==> config.mk <==
export PLATFORM = sky130hd
export DESIGN_NAME = keyed_wdog
export DESIGN_NICKNAME = d
export VERILOG_FILES = /design/src/rtl/kwd_pkg.sv /design/src/rtl/kwd_prescale.sv /design/src/rtl/kwd_count.sv /design/src/rtl/kwd_regs.sv /design/src/rtl/keyed_wdog.sv
export SDC_FILE = /design/constraint.sdc
export NUM_CORES = 1
export LEC_CHECK = 0
export ABC_AREA = 1
export BUFFER_PORTS_ARGS = -buffer_cell sky130_fd_sc_hd__buf_2
export CAP_MARGIN = 20
export CORE_UTILIZATION = 49
export DETAILED_ROUTE_END_ITERATION = 10
export PLACE_DENSITY = 0.77
export SLEW_MARGIN = 10
export SYNTH_ARGS = -nofsm -noshare
export SYNTH_HDL_FRONTEND = slang
export SYNTH_SLANG_ARGS = --single-unit
==> constraint.sdc <==
create_clock -name clk -period 1.4 [get_ports clk]
set_input_delay 0.14 -clock clk [delete_from_list [all_inputs] [get_ports clk]]
set_output_delay 0.14 -clock clk [all_outputs]
set_load 0.02 [all_outputs]
==> src/rtl/kwd_pkg.sv <==
package kwd_pkg;

    localparam int CNT_W = 12;
    localparam logic [7:0] RESTART_KEY = 8'hA5;

    typedef struct packed {
        logic             dbg_hold;
        logic             idle_hold;
        logic             disable_wd;
        logic             proc_only;
        logic             rst_en;
        logic             irq_en;
        logic [CNT_W-1:0] delta;
        logic [CNT_W-1:0] value;
    } mode_t;

    localparam int MODE_W = $bits(mode_t);

    localparam mode_t MODE_DEFAULT = '{
        dbg_hold:   1'b0,
        idle_hold:  1'b0,
        disable_wd: 1'b0,
        proc_only:  1'b0,
        rst_en:     1'b1,
        irq_en:     1'b0,
        delta:      '1,
        value:      '1
    };

    typedef enum logic [1:0] {
        A_CTRL = 2'd0,
        A_MODE = 2'd1,
        A_STAT = 2'd2
    } addr_e;

    function automatic logic restart_cmd(input logic [31:0] d);
        return (d[31:24] == RESTART_KEY) && d[0];
    endfunction

endpackage

==> src/rtl/kwd_prescale.sv <==
module kwd_prescale #(
    parameter int DIV = 128
) (
    input  logic clk,
    input  logic rst,
    input  logic tick_i,
    input  logic run_i,
    input  logic clr_i,
    output logic step_o
);
    localparam int PW = (DIV > 2) ? $clog2(DIV) : 1;
    localparam logic [PW-1:0] LAST = PW'(DIV - 1);

    logic [PW-1:0] pcnt_q;
    logic          at_last;

    assign at_last = (pcnt_q == LAST);
    assign step_o  = run_i && tick_i && at_last && !clr_i;

    always_ff @(posedge clk) begin
        if (rst || clr_i) begin
            pcnt_q <= '0;
        end else if (run_i && tick_i) begin
            pcnt_q <= at_last ? '0 : pcnt_q + 1'b1;
        end
    end

    AST_FROZEN_PRESCALE: assert property (@(posedge clk) disable iff (rst)
        (!run_i && !clr_i) |=> $stable(pcnt_q));

endmodule

==> src/rtl/kwd_count.sv <==
module kwd_count #(
    parameter int W = 12
) (
    input  logic         clk,
    input  logic         rst,
    input  logic         en_i,
    input  logic         step_i,
    input  logic         load_i,
    input  logic [W-1:0] load_val_i,
    output logic [W-1:0] cnt_o,
    output logic         underflow_o
);
    logic [W-1:0] cnt_q;

    assign cnt_o       = cnt_q;
    assign underflow_o = en_i && step_i && !load_i && (cnt_q == '0);

    always_ff @(posedge clk) begin
        if (rst) begin
            cnt_q <= '1;
        end else if (load_i || underflow_o) begin
            cnt_q <= load_val_i;
        end else if (en_i && step_i) begin
            cnt_q <= cnt_q - 1'b1;
        end
    end

    AST_RELOAD_TAKES: assert property (@(posedge clk) disable iff (rst)
        load_i |=> (cnt_q == $past(load_val_i)));

    AST_UNDERFLOW_RELOADS: assert property (@(posedge clk) disable iff (rst)
        underflow_o |=> (cnt_q == $past(load_val_i)));

    AST_HALT_HOLDS: assert property (@(posedge clk) disable iff (rst)
        (!en_i && !load_i) |=> $stable(cnt_q));

endmodule

==> src/rtl/kwd_regs.sv <==
module kwd_regs
    import kwd_pkg::*;
(
    input  logic             clk,
    input  logic             rst,
    input  logic             wr_i,
    input  logic             rd_i,
    input  logic [1:0]       addr_i,
    input  logic [31:0]      wdata_i,
    input  logic [CNT_W-1:0] cnt_i,
    input  logic             underflow_i,
    input  logic             idle_i,
    input  logic             dbg_i,
    output logic [31:0]      rdata_o,
    output logic             en_o,
    output logic             run_o,
    output logic             load_o,
    output logic [CNT_W-1:0] load_val_o,
    output logic             irq_o,
    output logic             cpu_rst_o,
    output logic             sys_rst_o
);
    mode_t mode_q;
    logic  locked_q;
    logic  unf_q, err_q;
    logic  cpu_rst_q, sys_rst_q;

    logic  mode_wr, restart_ok, err_evt, fault, rd_clr;
    mode_t mode_new;

    assign mode_new   = mode_t'(wdata_i[MODE_W-1:0]);
    assign mode_wr    = wr_i && (addr_i == A_MODE) && !locked_q;
    assign restart_ok = wr_i && (addr_i == A_CTRL) && restart_cmd(wdata_i)
                        && !mode_q.disable_wd;
    assign err_evt    = restart_ok && (cnt_i > mode_q.delta);
    assign fault      = underflow_i || err_evt;
    assign rd_clr     = rd_i && (addr_i == A_STAT);

    assign en_o       = !mode_q.disable_wd;
    assign run_o      = en_o && !(mode_q.idle_hold && idle_i)
                             && !(mode_q.dbg_hold && dbg_i);
    assign load_o     = mode_wr || restart_ok;
    assign load_val_o = mode_wr ? mode_new.value : mode_q.value;

    assign irq_o      = mode_q.irq_en && (unf_q || err_q);
    assign cpu_rst_o  = cpu_rst_q;
    assign sys_rst_o  = sys_rst_q;

    always_comb begin
        case (addr_i)
            A_MODE:  rdata_o = {{(32-MODE_W){1'b0}}, mode_q};
            A_STAT:  rdata_o = {4'b0, cnt_i, 14'b0, err_q, unf_q};
            default: rdata_o = '0;
        endcase
    end

    always_ff @(posedge clk) begin
        if (rst) begin
            mode_q   <= MODE_DEFAULT;
            locked_q <= 1'b0;
        end else if (mode_wr) begin
            mode_q   <= mode_new;
            locked_q <= 1'b1;
        end
    end

    always_ff @(posedge clk) begin
        if (rst) begin
            unf_q     <= 1'b0;
            err_q     <= 1'b0;
            cpu_rst_q <= 1'b0;
            sys_rst_q <= 1'b0;
        end else begin
            unf_q     <= underflow_i || (unf_q && !rd_clr);
            err_q     <= err_evt || (err_q && !rd_clr);
            cpu_rst_q <= fault && mode_q.rst_en;
            sys_rst_q <= fault && mode_q.rst_en && !mode_q.proc_only;
        end
    end

    AST_MODE_LOCKED: assert property (@(posedge clk) disable iff (rst)
        locked_q |=> $stable(mode_q));

    AST_DISABLE_STICKY: assert property (@(posedge clk) disable iff (rst)
        mode_q.disable_wd |=> mode_q.disable_wd);

    AST_NO_FAULT_DISABLED: assert property (@(posedge clk) disable iff (rst)
        mode_q.disable_wd |-> !underflow_i);

    AST_READ_CLEARS: assert property (@(posedge clk) disable iff (rst)
        (rd_clr && !underflow_i) |=> !unf_q);

    AST_FAULT_SURVIVES_READ: assert property (@(posedge clk) disable iff (rst)
        underflow_i |=> unf_q);

endmodule

==> src/rtl/keyed_wdog.sv <==
module keyed_wdog
    import kwd_pkg::*;
#(
    parameter int DIV = 128
) (
    input  logic        clk,
    input  logic        rst,
    input  logic        slow_tick_i,
    input  logic        idle_i,
    input  logic        dbg_halt_i,
    input  logic        bus_wr_i,
    input  logic        bus_rd_i,
    input  logic [1:0]  bus_addr_i,
    input  logic [31:0] bus_wdata_i,
    output logic [31:0] bus_rdata_o,
    output logic        irq_o,
    output logic        cpu_rst_o,
    output logic        sys_rst_o
);
    logic             en, run, load, step, underflow;
    logic [CNT_W-1:0] load_val, cnt;

    kwd_prescale #(.DIV(DIV)) u_pre (
        .clk    (clk),
        .rst    (rst),
        .tick_i (slow_tick_i),
        .run_i  (run),
        .clr_i  (load),
        .step_o (step)
    );

    kwd_count #(.W(CNT_W)) u_cnt (
        .clk         (clk),
        .rst         (rst),
        .en_i        (en),
        .step_i      (step),
        .load_i      (load),
        .load_val_i  (load_val),
        .cnt_o       (cnt),
        .underflow_o (underflow)
    );

    kwd_regs u_regs (
        .clk         (clk),
        .rst         (rst),
        .wr_i        (bus_wr_i),
        .rd_i        (bus_rd_i),
        .addr_i      (bus_addr_i),
        .wdata_i     (bus_wdata_i),
        .cnt_i       (cnt),
        .underflow_i (underflow),
        .idle_i      (idle_i),
        .dbg_i       (dbg_halt_i),
        .rdata_o     (bus_rdata_o),
        .en_o        (en),
        .run_o       (run),
        .load_o      (load),
        .load_val_o  (load_val),
        .irq_o       (irq_o),
        .cpu_rst_o   (cpu_rst_o),
        .sys_rst_o   (sys_rst_o)
    );

    AST_SYS_IMPLIES_CPU: assert property (@(posedge clk) disable iff (rst)
        sys_rst_o |-> cpu_rst_o);

    AST_RST_PULSE: assert property (@(posedge clk) disable iff (rst)
        (cpu_rst_o && !underflow) |=> !cpu_rst_o);

endmodule

==> run metrics, run 1 <==
time the worst path needs with I/O delays and setup=1.56 ns; Layout area overhead=45.3%; Routability Congestion=0.944; final clock period utilization by the worst path=112%; Startpoint Class=flop; Hold Path Origin=bus_wdata_i[14]; maximum clock path buffer count=2; violations in the final reports=setup timing; cell with the largest stage delay on the worst path=sky130_fd_sc_hd__dfxtp_2; share of async-settable or async-resettable flops after synthesis=0%; Iteration-0 DRC Markers=270; via count of the routed design=around 3600; Crit path buffers/inverters=2; category of the worst setup path capture point=flop; number of cells produced by synthesis=between 400 and 500; TritonCTS clock tree=done; Hold Crit Depth=3; source-to-sink clock delay at the later pin of the worst-skew pair=around 0.31 ns; Data arrival, critical path=1.76 ns; average instance area after synthesis=6.95 um^2; clock buffer count from CTS=5; count of warnings emitted by yosys=0; critical path's top delay family=simple AND/OR/NAND/NOR gates; drt drc=0; worst supply voltage drop on vdd=0.000697 V; top-area cell type share of the netlist area=between 30% and 40%; launch point of the critical path=u_pre.pcnt_q[1]; data required time at the worst endpoint=1.59 ns; Final Hold Fails=0; Congestion Overflow GR=0; layout net count=666; Hold Path End=u_regs.mode_q[14]; total wirelength of the detailed-routed design=approximately 10000 um; fraction of final layout cells sized beyond drive strength 1=42.9%; P_leak=between 2 and 2.5 nW; sequential cell area fraction in the yosys report=33.0%; Slowest Stage Delay on Critical Path=0.36 ns; die area=7020 um^2; worst setup path category=flop to flop; number of distinct library cells after synthesis=39; number of enable flip-flop cells after synthesis=0; top fanout value on the critical path=12; Crit Reg-Reg Startpoint=u_pre.pcnt_q[1]; die width=about 84 um; Reg2Reg Setup Slack=-0.16 ns; std cell rows=29; prevailing post-synth register cell=sky130_fd_sc_hd__dfxtp_1; WL per Instance=14.9 um; H-Tree Depth=2; Filler Cells Inserted=~460; maximum number of pins on one net before global-route repair=26; cell chosen for the clock root=sky130_fd_sc_hd__clkbuf_8; TritonRoute pass-1 iters=8; Worst Hold Class=primary input to flop; Core Footprint=6390 um^2; TritonCTS sink count=54; power per cell area=around 760 nW/um^2; number of antenna-violating nets in the routed design=0; status=complete, but fails checks; final HPWL from detailed placement=6810 um; Register-to-Register Path Depth=11; starting utilization of the core area=between 50 and 60%; number of antenna diodes=0; cell area after synthesis=3280 um^2; cell accounting for the most synthesized area=sky130_fd_sc_hd__dfxtp_1; Final Skew=0.00689 ns; GRT Resource Usage Total=a little over a quarter; number of maximum-capacitance constraint violations=0; count of buffers inserted at the top-level ports=73; average vias per placed instance=5.29; wire length of the first global-routing pass=15000 um; dpl ws=-0.130 ns; die boundary height=83.8 um; via count of the first global-routing pass=3306; dominant cells by area after synthesis=sky130_fd_sc_hd__dfxtp_1 33%, sky130_fd_sc_hd__nand2_1 15%, sky130_fd_sc_hd__inv_1 7.0%; maximum clock frequency=~640 MHz; clock slew seen by the registers of the worst setup and hold paths=0.10 ns; cell-by-cell trace of the critical path=ha_4 > nand2_2 > nor2_2 > nand2_2 > inv_2 > nand2_4 > o21ai_4 > buf_12 > nand2_1 > nand3_2 > nand2_1; post-layout worst setup margin=-0.162 ns; max-slew violation total from the final report=0; endpoint of the worst register-to-register path=u_cnt.cnt_o[9]; Yosys reg bits=54; I/O pin count=76; RSZ-0062 raised after global routing=true; Setup violations, final=15; initial antenna violation count=0; final sum of negative setup slack=-1.51 ns
==> cells in the mapped netlist (2+ instances only) <==
cell type	count
sky130_fd_sc_hd__o22ai_1	12
sky130_fd_sc_hd__a31oi_1	12
sky130_fd_sc_hd__a21oi_1	18
sky130_fd_sc_hd__o21ai_0	21
sky130_fd_sc_hd__o211ai_1	12
sky130_fd_sc_hd__clkbuf_1	6
sky130_fd_sc_hd__o21ai_1	8
sky130_fd_sc_hd__nand3_4	3
sky130_fd_sc_hd__nand2_4	4
sky130_fd_sc_hd__nor2_4	3
sky130_fd_sc_hd__inv_1	61
sky130_fd_sc_hd__nor2_2	7
sky130_fd_sc_hd__xor2_1	7
sky130_fd_sc_hd__nand4_1	2
sky130_fd_sc_hd__inv_2	9
sky130_fd_sc_hd__ha_1	17
sky130_fd_sc_hd__o21a_1	2
sky130_fd_sc_hd__nand3_1	14
sky130_fd_sc_hd__nor2_1	38
sky130_fd_sc_hd__nor3_1	6
sky130_fd_sc_hd__buf_6	3
sky130_fd_sc_hd__nand2_2	2
sky130_fd_sc_hd__buf_2	6
sky130_fd_sc_hd__dfxtp_1	54
sky130_fd_sc_hd__o21ai_2	2
sky130_fd_sc_hd__buf_4	3
sky130_fd_sc_hd__nand2_1	128
==> sequential cells by signal, summed over array words and instances, names as in the netlist <==
register and cells:
u_regs.err_q 1, u_regs.mode_q 30, u_regs.cpu_rst_o 1, u_regs.unf_q 1, u_pre.pcnt_q 7, u_cnt.cnt_o 12, u_regs.locked_q 1, u_regs.sys_rst_o 1
==> routing by layer <==
layer | global-route usage, % | vias up | part of all wire, % | routed length, um
met5 | 0 | - | 0 | 0
met4 | 6.32 | 0 | 1.9 | 195
met1 | 34.8 | 1652 | 43 | 4380
met3 | 4.65 | 26 | 7.4 | 756
li1 | - | 1778 | - | -
met2 | 43.8 | 171 | 48 | 4900
==> cell families (layout without fill, tap and decap cells) <==
family | count (synthesis) | in the layout | synth area share, %
other cells | 1 | 2 | 0.114
simple gates | 210 | 211 | 29.3
xor+xnor | 8 | 8 | 2.14
flops | 54 | 54 | 33.0
compound gates | 90 | 90 | 16.5
buf+inv | 92 | 227 | 12.5
fa+ha+maj | 17 | 17 | 6.49
==> layout make-up <==
cell class	count	area (um^2)	share of cell area (%)
Multi-Input combinational cell	328	2090	43.9
Clock buffer	8	110	2.31
Timing Repair Buffer	148	1070	22.5
Inverter	71	275	5.78
Tap cell	77	96.3	2.02
Sequential cell	54	1120	23.5
==> worst max path at each step <==
stage	to	slack [ns]	depth (start not counted)
after CTS	u_cnt.cnt_o[1]	-0.1	11
final	u_cnt.cnt_o[9]	-0.16	11
after floorplan	u_cnt.cnt_o[10]	0.005	10
after global routing	u_cnt.cnt_o[9]	-0.23	11
after global placement	u_cnt.cnt_o[1]	-0.09	10
after detailed placement	u_cnt.cnt_o[1]	-0.13	10
==> tightest hold or removal path, cell delays in order <==
cell	delay [ns]
sky130_fd_sc_hd__buf_2	0.08
sky130_fd_sc_hd__nand2_1	0.04
sky130_fd_sc_hd__o211ai_1	0.06
==> power breakdown <==
part	switching (mW)	leakage [nW]	internal, mW
sequential	0.0544	0.439	1.59
clock	0.512	0.0575	0.501
combinational	0.540	1.92	0.439
==> metrics by stage <==
stage	cells	power, mW	area, um^2	utilization [%]	hold WS [ns]
final	686	3.64	4760	74.6	0.0435
after global routing	686	3.81	4760	74.6	0.0613
after detailed placement	672	2.46	4210	65.9	0.361
after global placement	672	2.44	4210	65.9	0.356
after CTS	683	3.48	4440	69.6	0.0499
after floorplan	473	2.13	3310	-	0.270
==> cells in the final DEF (no fill, tap or decap), types with 2 or more instances in the layout <==
master,n
sky130_fd_sc_hd__buf_2,62
sky130_fd_sc_hd__ha_1,5
sky130_fd_sc_hd__o22ai_2,6
sky130_fd_sc_hd__o211ai_1,12
sky130_fd_sc_hd__nand3_4,3
sky130_fd_sc_hd__buf_6,12
sky130_fd_sc_hd__dfxtp_2,8
sky130_fd_sc_hd__nand3_1,12
sky130_fd_sc_hd__nand2_4,5
sky130_fd_sc_hd__o22ai_1,5
sky130_fd_sc_hd__nor2_4,6
sky130_fd_sc_hd__nand3_2,4
sky130_fd_sc_hd__ha_4,11
sky130_fd_sc_hd__a21oi_1,16
sky130_fd_sc_hd__nor2_2,7
sky130_fd_sc_hd__o21a_1,2
sky130_fd_sc_hd__nand2_1,118
sky130_fd_sc_hd__clkbuf_8,8
sky130_fd_sc_hd__o21ai_0,19
sky130_fd_sc_hd__nor3_2,2
sky130_fd_sc_hd__conb_1,2
sky130_fd_sc_hd__dfxtp_4,8
sky130_fd_sc_hd__nor3_1,4
sky130_fd_sc_hd__dfxtp_1,38
sky130_fd_sc_hd__inv_2,20
sky130_fd_sc_hd__o21ai_1,8
sky130_fd_sc_hd__inv_1,49
sky130_fd_sc_hd__buf_12,5
sky130_fd_sc_hd__a21oi_2,2
sky130_fd_sc_hd__buf_4,68
sky130_fd_sc_hd__nand4_1,2
sky130_fd_sc_hd__a31oi_1,12
sky130_fd_sc_hd__nand2_2,11
sky130_fd_sc_hd__o21ai_2,4
sky130_fd_sc_hd__nor2_1,35
sky130_fd_sc_hd__xor2_1,7
==> what timing repair did <==
item | 4_1_cts | 5_1_grt
hold endpoints to repair | 0 | 0
gates cloned | 1 | 0
hold buffers | 0 | 0
buffers inserted | 2 | 3
resized for setup | 25 | 79
setup endpoints to repair | 25 | 36
pin swaps | 5 | 17
Note: power is estimated with default switching activity, not from simulation.
==> run 2, diff against run 1 <==
--- a/config.mk
+++ b/config.mk
@@ -8,9 +8,9 @@
 export ABC_AREA = 1
 export BUFFER_PORTS_ARGS = -buffer_cell sky130_fd_sc_hd__buf_2
 export CAP_MARGIN = 20
-export CORE_UTILIZATION = 49
+export CORE_UTILIZATION = 51
 export DETAILED_ROUTE_END_ITERATION = 10
-export PLACE_DENSITY = 0.77
+export PLACE_DENSITY = 0.76
 export SLEW_MARGIN = 10
 export SYNTH_ARGS = -nofsm -noshare
 export SYNTH_HDL_FRONTEND = slang
==> constraint.sdc (replaced) <==
create_clock -name clk -period 1.6 [get_ports clk]
set_input_delay 0 -clock clk [delete_from_list [all_inputs] [get_ports clk]]
set_output_delay 0 -clock clk [all_outputs]
set_load 0.02 [all_outputs]
==> run metrics, run 2 (synthesis gave the netlist of run 1 again) <==
status=finished, final reports clean; clock slew seen by the registers of the worst setup and hold paths=~0.10 ns; wire length of the first global-routing pass=13800 um; worst setup path category=flop to flop; die area=6750 um^2; Setup violations, final=0; Final Hold Fails=0; Congestion Overflow GR=0; Total Power Consumption=a little under 3 mW; std cell rows=28; starting utilization of the core area=54.1%; switching power share of the total=30.8%; final clock period utilization by the worst path=98.0%; Filler Cells Inserted=512; category of the worst setup path capture point=flop; highest-count cells in the layout ignoring fill and taps=124 x sky130_fd_sc_hd__nand2_1, 73 x sky130_fd_sc_hd__buf_2, 60 x sky130_fd_sc_hd__inv_1; switching pwr=911 uW; Core Footprint=a little over 6000 um^2; TritonRoute pass-1 iters=4; initial antenna violation count=0; part of the power in the clock network=28.1%; count of buffers inserted at the top-level ports=73; Data arrival, critical path=1.83 ns; capture point of the critical path=u_regs.sys_rst_o; Crit Reg-Reg Startpoint=u_cnt.cnt_o[4]; Final Skew=0.00867 ns; fraction of power consumed by combinational cells=23.3%; most common cell after layout, fill and taps aside=sky130_fd_sc_hd__nand2_1; data required time at the worst endpoint=about 1.9 ns; internal power=2.05 mW; Register-to-Register Path Depth=9; proportion of power drawn by flip-flops and latches=approximately 49%; time the worst path needs with I/O delays and setup=around 1.6 ns; Final Core Density=about 70%; top fanout value on the critical path=5; multi-input combinational cell area=1850 um^2; launch point of the critical path=u_cnt.cnt_o[4]; Startpoint Class=flop; number of antenna-violating nets in the routed design=0; Iteration-0 DRC Markers=around 170; I/O pin count=76; via count of the first global-routing pass=between 3000 and 4000; fraction of final layout cells sized beyond drive strength 1=between 20% and 30%; max-slew violation total from the final report=0; GRT Resource Usage Total=26.9%; power per cell area=approximately 700 nW/um^2; Layout area overhead=29.0%; maximum clock path buffer count=2; most flop-heavy register=u_regs.mode_q; clock buffer count from CTS=5; TritonCTS sink count=54; number of flip-flops in the largest register=30; worst supply voltage drop on vdd=0.000426 V; Routability Congestion=0.898; total wirelength of the detailed-routed design=8740 um; via count of the routed design=3373; maximum clock frequency=638 MHz; die boundary height=82.2 um; maximum number of pins on one net before global-route repair=37; TritonCTS clock tree=done; die width=82.2 um; number of maximum-capacitance constraint violations=0; Storage cell area=1090 um^2; source-to-sink clock delay at the later pin of the worst-skew pair=0.31 ns; Reg2Reg Setup Slack=approximately 0.032 ns; WL per Instance=between 10 and 15 um; P_leak=between 2 and 2.5 nW; cell chosen for the clock root=sky130_fd_sc_hd__clkbuf_8; layout net count=638; H-Tree Depth=2; RSZ-0062 raised after global routing=true; Worst Hold Class=primary input to flop; endpoint of the worst register-to-register path=u_regs.sys_rst_o; drt drc=0; number of antenna diodes=0; final HPWL from detailed placement=between 6000 and 7000 um; average vias per placed instance=5.14
==> run 2: cell count changes in the layout (fill, tap and decap cells not counted), moves of 10 or more <==
cell	delta
sky130_fd_sc_hd__buf_2	+11
sky130_fd_sc_hd__buf_4	-52
sky130_fd_sc_hd__buf_6	-10
sky130_fd_sc_hd__dlygate4sd3_1	+28
sky130_fd_sc_hd__ha_1	+10
sky130_fd_sc_hd__inv_1	+11
sky130_fd_sc_hd__inv_2	-10
==> run 2: metrics by stage <==
step | worst slack (ns) | hold slack, ns | TNS [ns] | cell area, um^2 | std cells
2_1_floorplan | 0.0486 | 0.130 | 0 | 3280 | 473
3_3_place_gp | 0.0489 | 0.216 | 0 | 3750 | 618
3_5_place_dp | -0.0452 | 0.222 | -0.0657 | 3750 | 618
4_1_cts | 0.00350 | 0.00244 | 0 | 4150 | 655
5_1_grt | -0.0551 | 0.0283 | -0.115 | 4230 | 656
6_report | 0.0322 | 0.0152 | 0 | 4230 | 656
==> run 2: how the worst min path moves through the flow <==
stage	from	endpoint	slack, ns	depth (start not counted)
floorplan	bus_wdata_i[12]	u_regs.mode_q[12]	0.13	2
global placement	bus_wdata_i[20]	u_regs.mode_q[20]	0.22	3
detailed placement	bus_wdata_i[23]	u_regs.mode_q[23]	0.22	3
CTS	bus_wdata_i[28]	u_regs.mode_q[28]	0.002	3
global route	bus_wdata_i[28]	u_regs.mode_q[28]	0.03	3
finish	bus_wdata_i[28]	u_regs.mode_q[28]	0.02	3
==> run 2: power by group through the flow <==
stage,Sequential [mW],Clock (mW),Combinational (mW)
4_1_cts,1.43,0.844,0.647
5_1_grt,1.45,0.912,0.765
3_3_place_gp,1.46,0,0.573
6_report,1.44,0.831,0.688
3_5_place_dp,1.47,0,0.585
2_1_floorplan,1.46,0,0.397
==> run 2: worst max-delay path, stage by stage, from the launching register on <==
cell and delay, ns:
sky130_fd_sc_hd__dfxtp_1 0.46, sky130_fd_sc_hd__ha_1 0.27, sky130_fd_sc_hd__nand2_1 0.06, sky130_fd_sc_hd__nor2_1 0.04, sky130_fd_sc_hd__and2_4 0.15, sky130_fd_sc_hd__a21oi_1 0.17, sky130_fd_sc_hd__nand2_2 0.10, sky130_fd_sc_hd__nand2_2 0.09
sky130_fd_sc_hd__nand2_2 0.06, sky130_fd_sc_hd__nor2_2 0.10
==> run 2: layout make-up <==
cell class	count	area share, %
inverter	71	6.42
timing repair buffer	121	19.6
multi-input combinational	327	43.6
sequential	54	25.8
clock inverter	2	0.385
tap	75	2.22
clock buffer	6	1.95
==> run 2: repair_timing <==
item / CTS / global route
pin swaps: 1 / 5
buffers inserted: 1 / 1
endpoints found under the setup margin: 11 / 15
gates resized for setup: 0 / 25
hold buffers: 28 / 0
hold endpoints to repair: 28 / 0
==> run 2: per-layer routing <==
metal	vias up	routed length, um	global-route usage (%)
li1	1721	-	-
met1	1545	4030	33.9
met2	99	4290	47.9
met3	8	352	4.18
met4	0	61	5.61
met5	-	0	0
